===== config.mk =====
export PLATFORM = sky130hd
export DESIGN_NAME = pmd_top
export DESIGN_NICKNAME = d
export VERILOG_FILES = /design/src/rtl/pmd_pkg.sv /design/src/rtl/pmd_ctrl_reg.sv /design/src/rtl/pmd_map_decode.sv /design/src/rtl/pmd_top.sv
export SDC_FILE = /design/constraint.sdc
export NUM_CORES = 1
export LEC_CHECK = 0
export ABC_AREA = 1
export BUFFER_PORTS_ARGS = -buffer_cell sky130_fd_sc_hd__buf_2
export CORE_UTILIZATION = 30
export CTS_BUF_LIST = sky130_fd_sc_hd__clkbuf_4 sky130_fd_sc_hd__clkbuf_8
export DETAILED_ROUTE_END_ITERATION = 10
export PLACE_DENSITY_LB_ADDON = 0.1
export SLEW_MARGIN = 30
export SYNTH_ARGS = -nofsm -noshare
export SYNTH_HDL_FRONTEND = slang
export SYNTH_HIERARCHICAL = 1
export SYNTH_SLANG_ARGS = --single-unit

===== constraint.sdc =====
create_clock -name clk -period 1.8 [get_ports clk]
set_input_delay 0.27 -clock clk [delete_from_list [all_inputs] [get_ports clk]]
set_output_delay 0.27 -clock clk [all_outputs]
set_load 0.05 [all_outputs]

===== src/rtl/pmd_pkg.sv =====
package pmd_pkg;
  typedef enum logic [1:0] {
    RGN_EXT  = 2'd0,
    RGN_RAM  = 2'd1,
    RGN_ROM  = 2'd2,
    RGN_RSVD = 2'd3
  } region_e;
endpackage


===== src/rtl/pmd_ctrl_reg.sv =====
module pmd_ctrl_reg #(
  parameter int ADDR_W = 14,
  parameter logic [ADDR_W-1:0] CTRL_ADDR = 14'h3FFE
) (
  input  logic              clk,
  input  logic              rst,
  input  logic              strap_map_i,
  input  logic              strap_boot_i,
  input  logic              wr_en_i,
  input  logic [ADDR_W-1:0] wr_addr_i,
  input  logic              wr_bit_i,
  output logic              map_hi_o,
  output logic              rom_en_o
);
  // straps are only looked at while reset is held
  always_ff @(posedge clk) begin
    if (rst) begin
      map_hi_o <= strap_map_i;
      rom_en_o <= strap_map_i & strap_boot_i;
    end else if (wr_en_i && wr_addr_i == CTRL_ADDR) begin
      rom_en_o <= wr_bit_i;
    end
  end
endmodule


===== src/rtl/pmd_map_decode.sv =====
module pmd_map_decode
  import pmd_pkg::*;
#(
  parameter int ADDR_W    = 14,
  parameter int RAM_WORDS = 1024,
  parameter int ROM_WORDS = 4096,
  parameter int INT_SPAN  = 2048
) (
  input  logic [ADDR_W-1:0] addr_i,
  input  logic              map_hi_i,
  input  logic              rom_en_i,
  output region_e           region_o,
  output logic [ADDR_W-1:0] offset_o
);
  localparam int SPACE = 1 << ADDR_W;
  localparam logic [ADDR_W-1:0] RAM_LO_END  = ADDR_W'(RAM_WORDS);
  localparam logic [ADDR_W-1:0] ROM_LO_END  = ADDR_W'(ROM_WORDS);
  localparam logic [ADDR_W-1:0] RAM_HI_BASE = ADDR_W'(SPACE - RAM_WORDS);
  localparam logic [ADDR_W-1:0] ROM_HI_BASE = ADDR_W'(SPACE - ROM_WORDS);

  logic in_rom, in_ram, in_hole;

  assign in_rom = rom_en_i && (map_hi_i ? (addr_i >= ROM_HI_BASE) : (addr_i < ROM_LO_END));
  assign in_ram = map_hi_i ? (addr_i >= RAM_HI_BASE) : (addr_i < RAM_LO_END);

  generate
    if (RAM_WORDS < INT_SPAN) begin : g_hole
      localparam logic [ADDR_W-1:0] INT_LO_END  = ADDR_W'(INT_SPAN);
      localparam logic [ADDR_W-1:0] INT_HI_BASE = ADDR_W'(SPACE - INT_SPAN);
      logic in_int;
      assign in_int  = map_hi_i ? (addr_i >= INT_HI_BASE) : (addr_i < INT_LO_END);
      assign in_hole = in_int && !in_ram;
    end else begin : g_full
      assign in_hole = 1'b0;
    end
  endgenerate

  always_comb begin
    if (in_rom) begin
      region_o = RGN_ROM;
      offset_o = map_hi_i ? addr_i - ROM_HI_BASE : addr_i;
    end else if (in_ram) begin
      region_o = RGN_RAM;
      offset_o = map_hi_i ? addr_i - RAM_HI_BASE : addr_i;
    end else if (in_hole) begin
      region_o = RGN_RSVD;
      offset_o = '0;
    end else begin
      region_o = RGN_EXT;
      offset_o = addr_i;
    end
  end
endmodule


===== src/rtl/pmd_top.sv =====
module pmd_top
  import pmd_pkg::*;
#(
  parameter int ADDR_W    = 14,
  parameter int DATA_W    = 16,
  parameter int RAM_WORDS = 1024,
  parameter int ROM_WORDS = 4096,
  parameter int INT_SPAN  = 2048,
  parameter logic [ADDR_W-1:0] CTRL_ADDR = 14'h3FFE
) (
  input  logic              clk,
  input  logic              rst,
  input  logic              strap_map_i,
  input  logic              strap_boot_i,
  input  logic              pm_req_i,
  input  logic [ADDR_W-1:0] pm_addr_i,
  output logic              sel_ram_o,
  output logic              sel_rom_o,
  output logic              sel_ext_o,
  output logic              rsvd_o,
  output logic [ADDR_W-1:0] pm_offset_o,
  input  logic              dm_we_i,
  input  logic [ADDR_W-1:0] dm_addr_i,
  input  logic [DATA_W-1:0] dm_wdata_i,
  output logic [DATA_W-1:0] dm_rdata_o
);
  localparam int EN_BIT = DATA_W - 1;

  logic              map_hi_q;
  logic              rom_en_q;
  region_e           region;
  logic [ADDR_W-1:0] offset;
  logic              unused_wdata;

  assign unused_wdata = ^dm_wdata_i[EN_BIT-1:0];

  pmd_ctrl_reg #(.ADDR_W(ADDR_W), .CTRL_ADDR(CTRL_ADDR)) u_ctrl (
    .clk          (clk),
    .rst          (rst),
    .strap_map_i  (strap_map_i),
    .strap_boot_i (strap_boot_i),
    .wr_en_i      (dm_we_i),
    .wr_addr_i    (dm_addr_i),
    .wr_bit_i     (dm_wdata_i[EN_BIT]),
    .map_hi_o     (map_hi_q),
    .rom_en_o     (rom_en_q)
  );

  pmd_map_decode #(
    .ADDR_W(ADDR_W), .RAM_WORDS(RAM_WORDS), .ROM_WORDS(ROM_WORDS), .INT_SPAN(INT_SPAN)
  ) u_dec (
    .addr_i   (pm_addr_i),
    .map_hi_i (map_hi_q),
    .rom_en_i (rom_en_q),
    .region_o (region),
    .offset_o (offset)
  );

  always_ff @(posedge clk) begin
    if (rst || !pm_req_i) begin
      sel_ram_o   <= 1'b0;
      sel_rom_o   <= 1'b0;
      sel_ext_o   <= 1'b0;
      rsvd_o      <= 1'b0;
      pm_offset_o <= '0;
    end else begin
      sel_ram_o   <= (region == RGN_RAM);
      sel_rom_o   <= (region == RGN_ROM);
      sel_ext_o   <= (region == RGN_EXT);
      rsvd_o      <= (region == RGN_RSVD);
      pm_offset_o <= offset;
    end
  end

  always_ff @(posedge clk) begin
    if (rst) begin
      dm_rdata_o <= '0;
    end else if (!dm_we_i && dm_addr_i == CTRL_ADDR) begin
      dm_rdata_o <= DATA_W'(rom_en_q) << EN_BIT;
    end else begin
      dm_rdata_o <= '0;
    end
  end
endmodule


==> flow_metrics.py, run 1 <==
metrics = {
    "outcome": {
        "status": "complete, no violations",
    },
    "routing": {
        "drcViolationCount": 0,
        "drtIter0Drc": 23,
        "post_drt_wl_per_cell_um": 8.36,
        "vias": 1241,
        "ant_nets": 0,
        "wl_mm": 2.63,
        "vias_per_cell": 3.94,
        "drt_first_pass_iters": 4,
    },
    "power": {
        "p_comb_frac": 0.319,
        "max-vdd-ir-drop_uv": 241,
        "power_density_mw_per_mm2": 712,
        "p_switching_uw": 432,
        "p_sw_frac": 0.363,
        "clkPwrFrac": 0.257,
        "internal-power_uw": 758,
        "seqPwrFrac": 0.424,
        "p_leak_uw": 0.00104,
    },
    "cells_and_area": {
        "layout_common_cells": "53 x buf_2, 44 x inv_1, 44 x nand2_1",
        "layout-drive-gt1-share": 0.298,
        "finalNonFillerCells": 315,
        "layout_commonest_cell": "buf_2",
        "synthToLayoutAreaGrowth_pct": 25.9,
        "n_antenna_cell": 0,
        "final_nets": 320,
    },
    "worst_setup_path": {
        "rr_worst_depth": 9,
        "cp.arrival_ns": 1.64,
        "r2r_slack_ns": 0.34,
        "crit_fanout": 7,
        "rr_endpoint": "sel_ram_o",
        "crit_end": "sel_ram_o",
        "crit_path_start": "u_ctrl/map_hi_o",
        "critPathKind": "flop to flop",
        "cp-end-kind": "flop",
        "required_ns": 1.98,
        "rr_startpoint": "u_ctrl/map_hi_o",
        "critPathLaunchType": "flop",
    },
    "floorplanning": {
        "pin_count": 84,
        "die_y_um": 68.5,
        "core_sq_mm": 0.00412,
        "die-area_sq_mm": 0.00469,
        "initial_core_util": 0.323,
        "fp.dieW_um": 68.5,
        "placementRows": 23,
    },
    "clock_tree": {
        "cts_resized": 0,
        "clk_path_buf_depth": 2,
        "postCtsHoldBufs": 0,
        "htree_levels": 1,
        "cts_tree": "done",
        "clock-sinks": 21,
        "clk_latency_ns": 0.26,
        "cts_buffers": 3,
        "post_cts_buffers": 0,
        "clkTransAtPathRegs_ns": 0.08,
        "cts-root-buf": "clkbuf_8",
    },
    "place": {
        "placedCellCount": 311,
        "place.gp.congestion": 0.792,
        "dp_hpwl_mm": 2.21,
        "dp_slack_ns": 0.202,
        "numPortBuffers": 53,
    },
    "sta": {
        "setup-violations-final": 0,
        "maxSlewViolCount": 0,
        "worst_slack_ns": 0.338,
        "hold_viol_final": 0,
        "fin_worst_skew_ns": 0.00107,
        "fin_setup_tns_ns": 0,
        "rsz0062_at_grt": "no",
        "fin_crit_sh": 0.812,
        "clock.fmax_mhz": 684,
        "fin_crit_ns": 1.46,
    },
    "synth": {
        "synth.avg_cell_area_sq_um": 6.51,
        "netlist_instances": 204,
        "ys_seq_area_frac": 0.332,
        "synth_area_sq_mm": 0.00133,
        "ys_warn_count": 6,
        "ys_ff_latch": 21,
        "yosys.cell_types.count": 25,
    },
    "global_route": {
        "grt_util_met3": 0.0345,
        "grt.total_usage": 0.121,
        "top_usage_layer": "met2",
        "grt_pass1_vias": 1057,
        "grt_pass1_wl_mm": 4.29,
        "antenna_found_initial": 0,
        "met2_usage": 0.219,
        "grt-ovfl-total": 0,
        "use_met1": 0.143,
        "grt_max_degree": 19,
    },
    "run": {
        "max_cap_viol_count": 0,
    },
    "min_path": {
        "hp-class": "input port to flop",
        "worstHoldStart": "strap_map_i",
    },
}
## stage by stage
stage / util / hold WS, ns / total power [uW] / instance area (sq um)
floorplan: - / 0.369 / 817 / 1380
finish: 0.406 / 0.202 / 1190 / 1670
CTS: 0.406 / 0.197 / 1210 / 1670
global placement: 0.395 / 0.465 / 898 / 1630
global route: 0.406 / 0.196 / 1270 / 1670
detailed placement: 0.395 / 0.470 / 897 / 1630
## worst min path at each step
stage | endpoint | slack [ns] | cells after the start
2_1_floorplan | u_ctrl/map_hi_o | 0.37 | 0
5_1_grt | u_ctrl/map_hi_o | 0.20 | 1
3_5_place_dp | u_ctrl/map_hi_o | 0.47 | 1
6_report | u_ctrl/map_hi_o | 0.20 | 1
3_3_place_gp | u_ctrl/map_hi_o | 0.47 | 1
4_1_cts | u_ctrl/map_hi_o | 0.20 | 1
## kinds of logic (layout without fill, tap and decap cells)
kind of cell / count (synthesis) / in the layout / synth area share
AOI/OAI and AO/OA: 9 / 9 / 0.0452
xor gates and xnor gates: 1 / 1 / 0.00660
and+or+nand+nor: 103 / 103 / 0.338
buffers and inverters: 65 / 112 / 0.238
other: 1 / 15 / 0.00282
adders and majority gates: 4 / 4 / 0.0377
DFF: 21 / 21 / 0.332
## routing by layer
metal,vias to the layer above,wire length (um)
met5,-,0
met4,0,0
met1,504,1270
li1,688,-
met2,49,1170
met3,0,196
## power by group through the flow
| stage | combinational, uW | sequential (uW) | clock, uW |
|---|---|---|---|
| after global placement | 383 | 516 | 0 |
| final | 379 | 504 | 306 |
| after detailed placement | 382 | 516 | 0 |
| after floorplan | 233 | 584 | 0 |
| after global routing | 421 | 508 | 345 |
| after CTS | 383 | 505 | 322 |
## sequential cells by signal (all words and copies together) (netlist names)
register,count
sel_rom_o,1
sel_ext_o,1
pm_offset_o,14
sel_ram_o,1
u_ctrl/map_hi_o,1
dm_rdata_o,1
u_ctrl/rom_en_o,1
rsvd_o,1
## cell type report
type	count	area [sq um]
well taps	50	62.6
flip-flops and latches	21	440
multi-input cells	132	624
clock inverters	1	5.00
fillers	482	2440
repair buffers	60	318
inverters	48	180
clock buffers	3	41.3
## cells in the mapped netlist
cell,count,area share
inv_1,44,0.12
nand2_1,44,0.12
nor2_1,35,0.099
dfxtp_1,19,0.29
buf_4,15,0.085
nand3_1,8,0.030
nor3_1,6,0.023
a21oi_1,5,0.019
ha_1,4,0.038
inv_2,4,0.011
nand2_2,4,0.019
buf_6,2,0.017
edfxtp_1,2,0.045
a211oi_1,1,0.0057
a21oi_4,1,0.012
a31oi_1,1,0.0047
conb_1,1,0.0028
nand2_4,1,0.0085
nand3_2,1,0.0075
nand4_2,1,0.0094
nor2_2,1,0.0047
nor2_4,1,0.0085
o21ai_0,1,0.0038
or2_2,1,0.0047
xor2_1,1,0.0066
## worst max-delay path: stages (launching register included)
cell and delay, ns:
edfxtp_1 0.50, nor2_1 0.09, buf_4 0.15, a21oi_4 0.13, nand2_1 0.09, nand2_1 0.06, nand2_1 0.07, inv_1 0.09
inv_1 0.06, nor3_1 0.16
(Power assumes the default switching activity.)
==> run 2: changes to the inputs <==
Clock period 1.8 ns to 1.4 ns, I/O delays scaled along.
==> run 2 against run 1 <==
Net effect: the run now ends with negative setup slack left; clock power rose by 28%; sequential power rose by 29%; highest routed layer is now met4; routed wire length rose by 7.0%; sequential share of layout area fell by 3.0 points; critical path type unchanged.
==> flow_metrics.py, run 2 (synthesis results as in run 1) <==
metrics = {
    "routing": {
        "ant_nets": 0,
        "wl_met1_mm": 1.28,
        "drcViolationCount": 0,
        "drtIter0Drc": 17,
        "top_layer_used": "met4",
        "wl_mm": 2.82,
        "wl_met3_um": 218,
        "drt_first_pass_iters": 4,
        "post_drt_wl_per_cell_um": 8.56,
        "met2_length_mm": 1.31,
        "vias_per_cell": 3.97,
        "vias": 1307,
    },
    "cells_and_area": {
        "regArea_sq_um": 440,
        "n_antenna_cell": 0,
        "final_core_util": 0.459,
        "multi_input_area_sq_um": 716,
        "layout_commonest_cell": "buf_2",
        "final_nets": 334,
        "finalNonFillerCells": 329,
        "nFillCells": 446,
        "layout_common_cells": "53 x buf_2, 32 x nor2_1, 31 x nand2_1",
        "largest_register": "pm_offset_o",
        "largest_reg_flops": 14,
        "synthToLayoutAreaGrowth_pct": 42.2,
        "layout-drive-gt1-share": 0.491,
    },
    "floorplanning": {
        "initial_core_util": 0.323,
        "die_y_um": 68.5,
        "die-area_sq_mm": 0.00469,
        "placementRows": 23,
        "core_sq_mm": 0.00412,
        "fp.dieW_um": 68.5,
        "pin_count": 84,
    },
    "worst_setup_path": {
        "path_buf_inv": 4,
        "required_ns": 1.55,
        "critPathLaunchType": "flop",
        "crit_fanout": 6,
        "cp-end-kind": "flop",
        "path_delay_family": "flip-flops",
        "cp_cell_sequence": "nor2_2 -> buf_4 -> a21oi_4 -> nand4_4 -> buf_6 -> nand2_2 -> inv_2 -> inv_2 -> nor2_2",
        "critPathMaxStageDelay_ns": 0.49,
        "crit_slowest_cell": "edfxtp_1",
        "cp.arrival_ns": 1.61,
        "critPathKind": "flop to flop",
    },
    "sta": {
        "worst_slack_ns": -0.0543,
        "fin_worst_skew_ns": 0.00214,
        "setup-violations-final": 16,
        "fin_crit_ns": 1.45,
        "hold_viol_final": 0,
        "rsz0062_at_grt": "yes",
        "whs_ns": 0.139,
        "clock.fmax_mhz": 688,
        "fin_crit_sh": 1.04,
        "fin_setup_tns_ns": -0.543,
        "maxSlewViolCount": 0,
    },
    "global_route": {
        "grt_pass1_vias": 1092,
        "grt_max_degree": 19,
        "antenna_found_initial": 0,
        "grt_pass1_wl_mm": 4.38,
        "grt.total_usage": 0.122,
        "grt-ovfl-total": 0,
    },
    "power": {
        "max-vdd-ir-drop_uv": 417,
        "p_leak_uw": 0.00110,
        "power_density_mw_per_mm2": 864,
    },
    "place": {
        "numPortBuffers": 53,
        "dp_hpwl_mm": 2.25,
        "place.gp.congestion": 0.775,
        "placedCellCount": 321,
        "dp_slack_ns": -0.195,
    },
    "outcome": {
        "status": "finished, violations left",
        "violations": "negative setup slack",
    },
    "clock_tree": {
        "cts_buffers": 3,
        "cts-root-buf": "clkbuf_8",
        "cts_tree": "done",
        "clk_path_buf_depth": 2,
        "clock-sinks": 21,
        "htree_levels": 1,
        "postCtsHoldBufs": 0,
        "clk_latency_ns": 0.26,
        "clkTransAtPathRegs_ns": 0.08,
    },
    "run": {
        "max_cap_viol_count": 0,
    },
    "min_path": {
        "hp-class": "input port to flop",
    },
}
run 2: changes by cell type in the layout (fill, tap and decap cells not counted), moves of 3 or more:
cell / previous run / this run
nand2_2: 4 / 15
nor3_1: 6 / 3
inv_1: 44 / 23
nor2_1: 35 / 32
inv_2: 4 / 23
nor2_2: 1 / 4
nand2_1: 44 / 31
buf_4: 7 / 17
buf_6: 0 / 4
nor3_2: 0 / 3
run 2: final cells by class:
class	count	share of cell area
multi-input combinational	132	0.379
sequential	21	0.233
timing repair buffer	74	0.232
inverter	48	0.0981
tap	50	0.0331
clock buffer	3	0.0219
clock inverter	1	0.00265
run 2: power by group:
part | leakage (uW) | switching, uW | internal [uW]
clock network | 0.0000255 | 194 | 198
registers | 0.000175 | 11.9 | 637
logic | 0.000896 | 396 | 195
total | 0.00110 | 602 | 1030
run 2: path summary, 6_finish.rpt:
check	from	end	slack, ns	cells after the start
worst min register to register	u_ctrl/rom_en_o	dm_rdata_o[15]	0.67	4
worst max register to register	u_ctrl/map_hi_o	pm_offset_o[2]	-0.05	9
worst max-delay path	u_ctrl/map_hi_o	pm_offset_o[2]	-0.05	9
worst min-delay path	strap_map_i	u_ctrl/map_hi_o	0.14	1
run 2: through the flow:
stage,cell area [sq um],total power (uW)
5_1_grt,1890,1740
2_1_floorplan,1380,1050
3_5_place_dp,1700,1170
6_report,1890,1630
3_3_place_gp,1700,1170
4_1_cts,1800,1590
run 2: layer usage:
metal | track usage | vias up
met1 | 0.151 | 538
met4 | 0.0208 | 0
li1 | - | 719
met5 | 0 | -
met3 | 0.0411 | 2
met2 | 0.205 | 48
run 2: worst reg2reg max path, delay by kind of cell, from the launching register on:
kind	cells	cell delay (ns)
AOI/OAI and AO/OA	1	0.18
buffers and inverters	4	0.38
DFF	1	0.49
and+or+nand+nor	4	0.32
run 2: repair_timing:
| item | in CTS | in global routing |
|---|---|---|
| cloned | 0 | 1 |
| gates resized for setup | 15 | 39 |
| pin swaps | 9 | 15 |
| buffers inserted | 1 | 2 |
| endpoints found under the setup margin | 17 | 18 |
==> run 3: changes to the inputs <==
Settings changed: BUFFER_PORTS_ARGS -buffer_cell sky130_fd_sc_hd__buf_2 to -buffer_cell sky130_fd_sc_hd__clkbuf_2.
==> run 3 against run 2 <==
Net effect: the run still ends with negative setup slack left; sequential share of layout area shrank 0.78 points; largest cell class unchanged; register-to-register slack got worse by 0.04 ns; hold slack improved by 0.0035 ns; combinational power increased by 4.4%; clock skew rose by 0.0020 ns.
==> flow_metrics.py, run 3 (synthesis results as in run 1) <==
metrics = {
    "sta": {
        "fin_crit_sh": 1.06,
        "rsz0062_at_grt": "yes",
        "fin_crit_ns": 1.49,
        "worst_slack_ns": -0.0902,
        "hold_viol_final": 0,
        "setup-violations-final": 18,
        "maxSlewViolCount": 0,
        "fin_worst_skew_ns": 0.00411,
        "clock.fmax_mhz": 671,
    },
    "power": {
        "seqPwrFrac": 0.390,
        "p_switching_uw": 620,
        "internal-power_uw": 1050,
        "p_sw_frac": 0.372,
        "power_density_mw_per_mm2": 852,
        "power.total_uw": 1660,
        "p_leak_uw": 0.00112,
        "max-vdd-ir-drop_uv": 365,
        "clkPwrFrac": 0.240,
        "p_comb_frac": 0.370,
    },
    "global_route": {
        "antenna_found_initial": 0,
        "grt_max_degree": 19,
        "grt_pass1_wl_mm": 4.53,
        "grt-ovfl-total": 0,
        "grt.total_usage": 0.128,
        "grt_pass1_vias": 1102,
    },
    "cells_and_area": {
        "n_antenna_cell": 0,
        "largest_register": "pm_offset_o",
        "layout-drive-gt1-share": 0.495,
        "largest_reg_flops": 14,
        "synthToLayoutAreaGrowth_pct": 47.1,
        "final_nets": 338,
        "nFillCells": 457,
        "layout_commonest_cell": "clkbuf_2",
        "layout_common_cells": "53 x clkbuf_2, 33 x nor2_1, 32 x nand2_1",
        "design_area_sq_mm": 0.00195,
    },
    "run": {
        "max_cap_viol_count": 0,
    },
    "clock_tree": {
        "clk_latency_ns": 0.26,
        "cts-root-buf": "clkbuf_8",
        "postCtsHoldBufs": 0,
        "clkTransAtPathRegs_ns": 0.08,
        "clk_path_buf_depth": 2,
        "cts_tree": "done",
        "htree_levels": 1,
        "cts_buffers": 3,
        "clock-sinks": 21,
    },
    "floorplanning": {
        "core_sq_mm": 0.00412,
        "initial_core_util": 0.323,
        "placementRows": 23,
        "die-area_sq_mm": 0.00469,
        "pin_count": 84,
        "fp.dieW_um": 68.5,
        "die_y_um": 68.5,
    },
    "worst_setup_path": {
        "cp.arrival_ns": 1.65,
        "rr_startpoint": "u_ctrl/map_hi_o",
        "r2r_slack_ns": -0.09,
        "critPathLaunchType": "flop",
        "rr_worst_depth": 10,
        "crit_fanout": 6,
        "required_ns": 1.56,
        "rr_endpoint": "pm_offset_o[10]",
        "cp-end-kind": "flop",
        "critPathKind": "flop to flop",
    },
    "routing": {
        "top_layer_used": "met4",
        "vias": 1327,
        "drt_first_pass_iters": 4,
        "wl_met3_um": 225,
        "post_drt_wl_per_cell_um": 8.76,
        "drcViolationCount": 0,
        "drtIter0Drc": 18,
        "met2_length_mm": 1.42,
        "ant_nets": 0,
        "vias_per_cell": 3.98,
        "wl_mm": 2.92,
        "wl_met1_mm": 1.25,
    },
    "min_path": {
        "worstHoldStart": "strap_map_i",
        "whs_path_depth": 1,
        "hp-class": "input port to flop",
        "min_to": "u_ctrl/map_hi_o",
    },
    "outcome": {
        "status": "finished, violations left",
        "violations": "negative setup slack",
    },
    "place": {
        "placed_area_sq_mm": 0.00172,
        "place.gp.congestion": 0.795,
        "dp_hpwl_mm": 2.33,
        "numPortBuffers": 53,
    },
}
run 3: worst max-delay path by stage:
stage	start	end	slack [ns]	cells past startpoint
after floorplan	u_ctrl/map_hi_o	pm_offset_o[2]	0.04	9
after global placement	pm_addr_i[12]	pm_offset_o[11]	-0.15	13
after detailed placement	pm_addr_i[12]	pm_offset_o[11]	-0.18	13
after CTS	u_ctrl/map_hi_o	pm_offset_o[10]	-0.07	10
after global routing	u_ctrl/map_hi_o	pm_offset_o[3]	-0.16	10
final	u_ctrl/map_hi_o	pm_offset_o[10]	-0.09	10
run 3: power groups by stage:
stage	registers [uW]	logic (uW)	clock network (uW)
final	649	616	400
after global placement	663	519	0
after detailed placement	664	519	0
after CTS	649	539	421
after global routing	654	677	445
after floorplan	751	301	0
run 3: per-stage QoR:
stage	TNS, ns	util	worst slack (ns)	hold WS [ns]	instances
2_1_floorplan	0	-	0.0358	0.309	218
5_1_grt	-2.60	0.475	-0.163	0.124	333
3_5_place_dp	-2.23	0.417	-0.180	0.407	323
6_report	-0.917	0.475	-0.0902	0.142	333
4_1_cts	-0.866	0.438	-0.0651	0.130	328
3_3_place_gp	-1.83	0.417	-0.149	0.405	323
run 3: area by class of cell:
type | instances | area (sq um) | share of cell area
multi-input combinational | 132 | 744 | 0.381
clock buffer | 3 | 41.3 | 0.0211
tap | 50 | 62.6 | 0.0320
inverter | 48 | 188 | 0.0961
timing repair buffer | 78 | 472 | 0.242
sequential | 21 | 440 | 0.225
clock inverter | 1 | 5.00 | 0.00256
run 3: critical path, cell delays in order (launching register included):
cell,delay [ns]
edfxtp_1,0.51
inv_2,0.19
a21oi_2,0.05
nand2_2,0.10
buf_6,0.10
nand4_4,0.11
buf_4,0.16
nand3_1,0.06
inv_1,0.04
inv_1,0.04
nor2_1,0.03
run 3: per-layer routing:
| layer | vias to the layer above | global-route usage |
|---|---|---|
| met1 | 550 | 0.158 |
| met5 | - | 0 |
| li1 | 727 | - |
| met3 | 5 | 0.0411 |
| met4 | 0 | 0.0313 |
| met2 | 45 | 0.216 |
run 3: repair_timing:
item / CTS / global route
setup buffers: 1 / 4
pin swaps: 6 / 19
cloned: 0 / 1
setup endpoints to repair: 18 / 18
resized for setup: 10 / 46
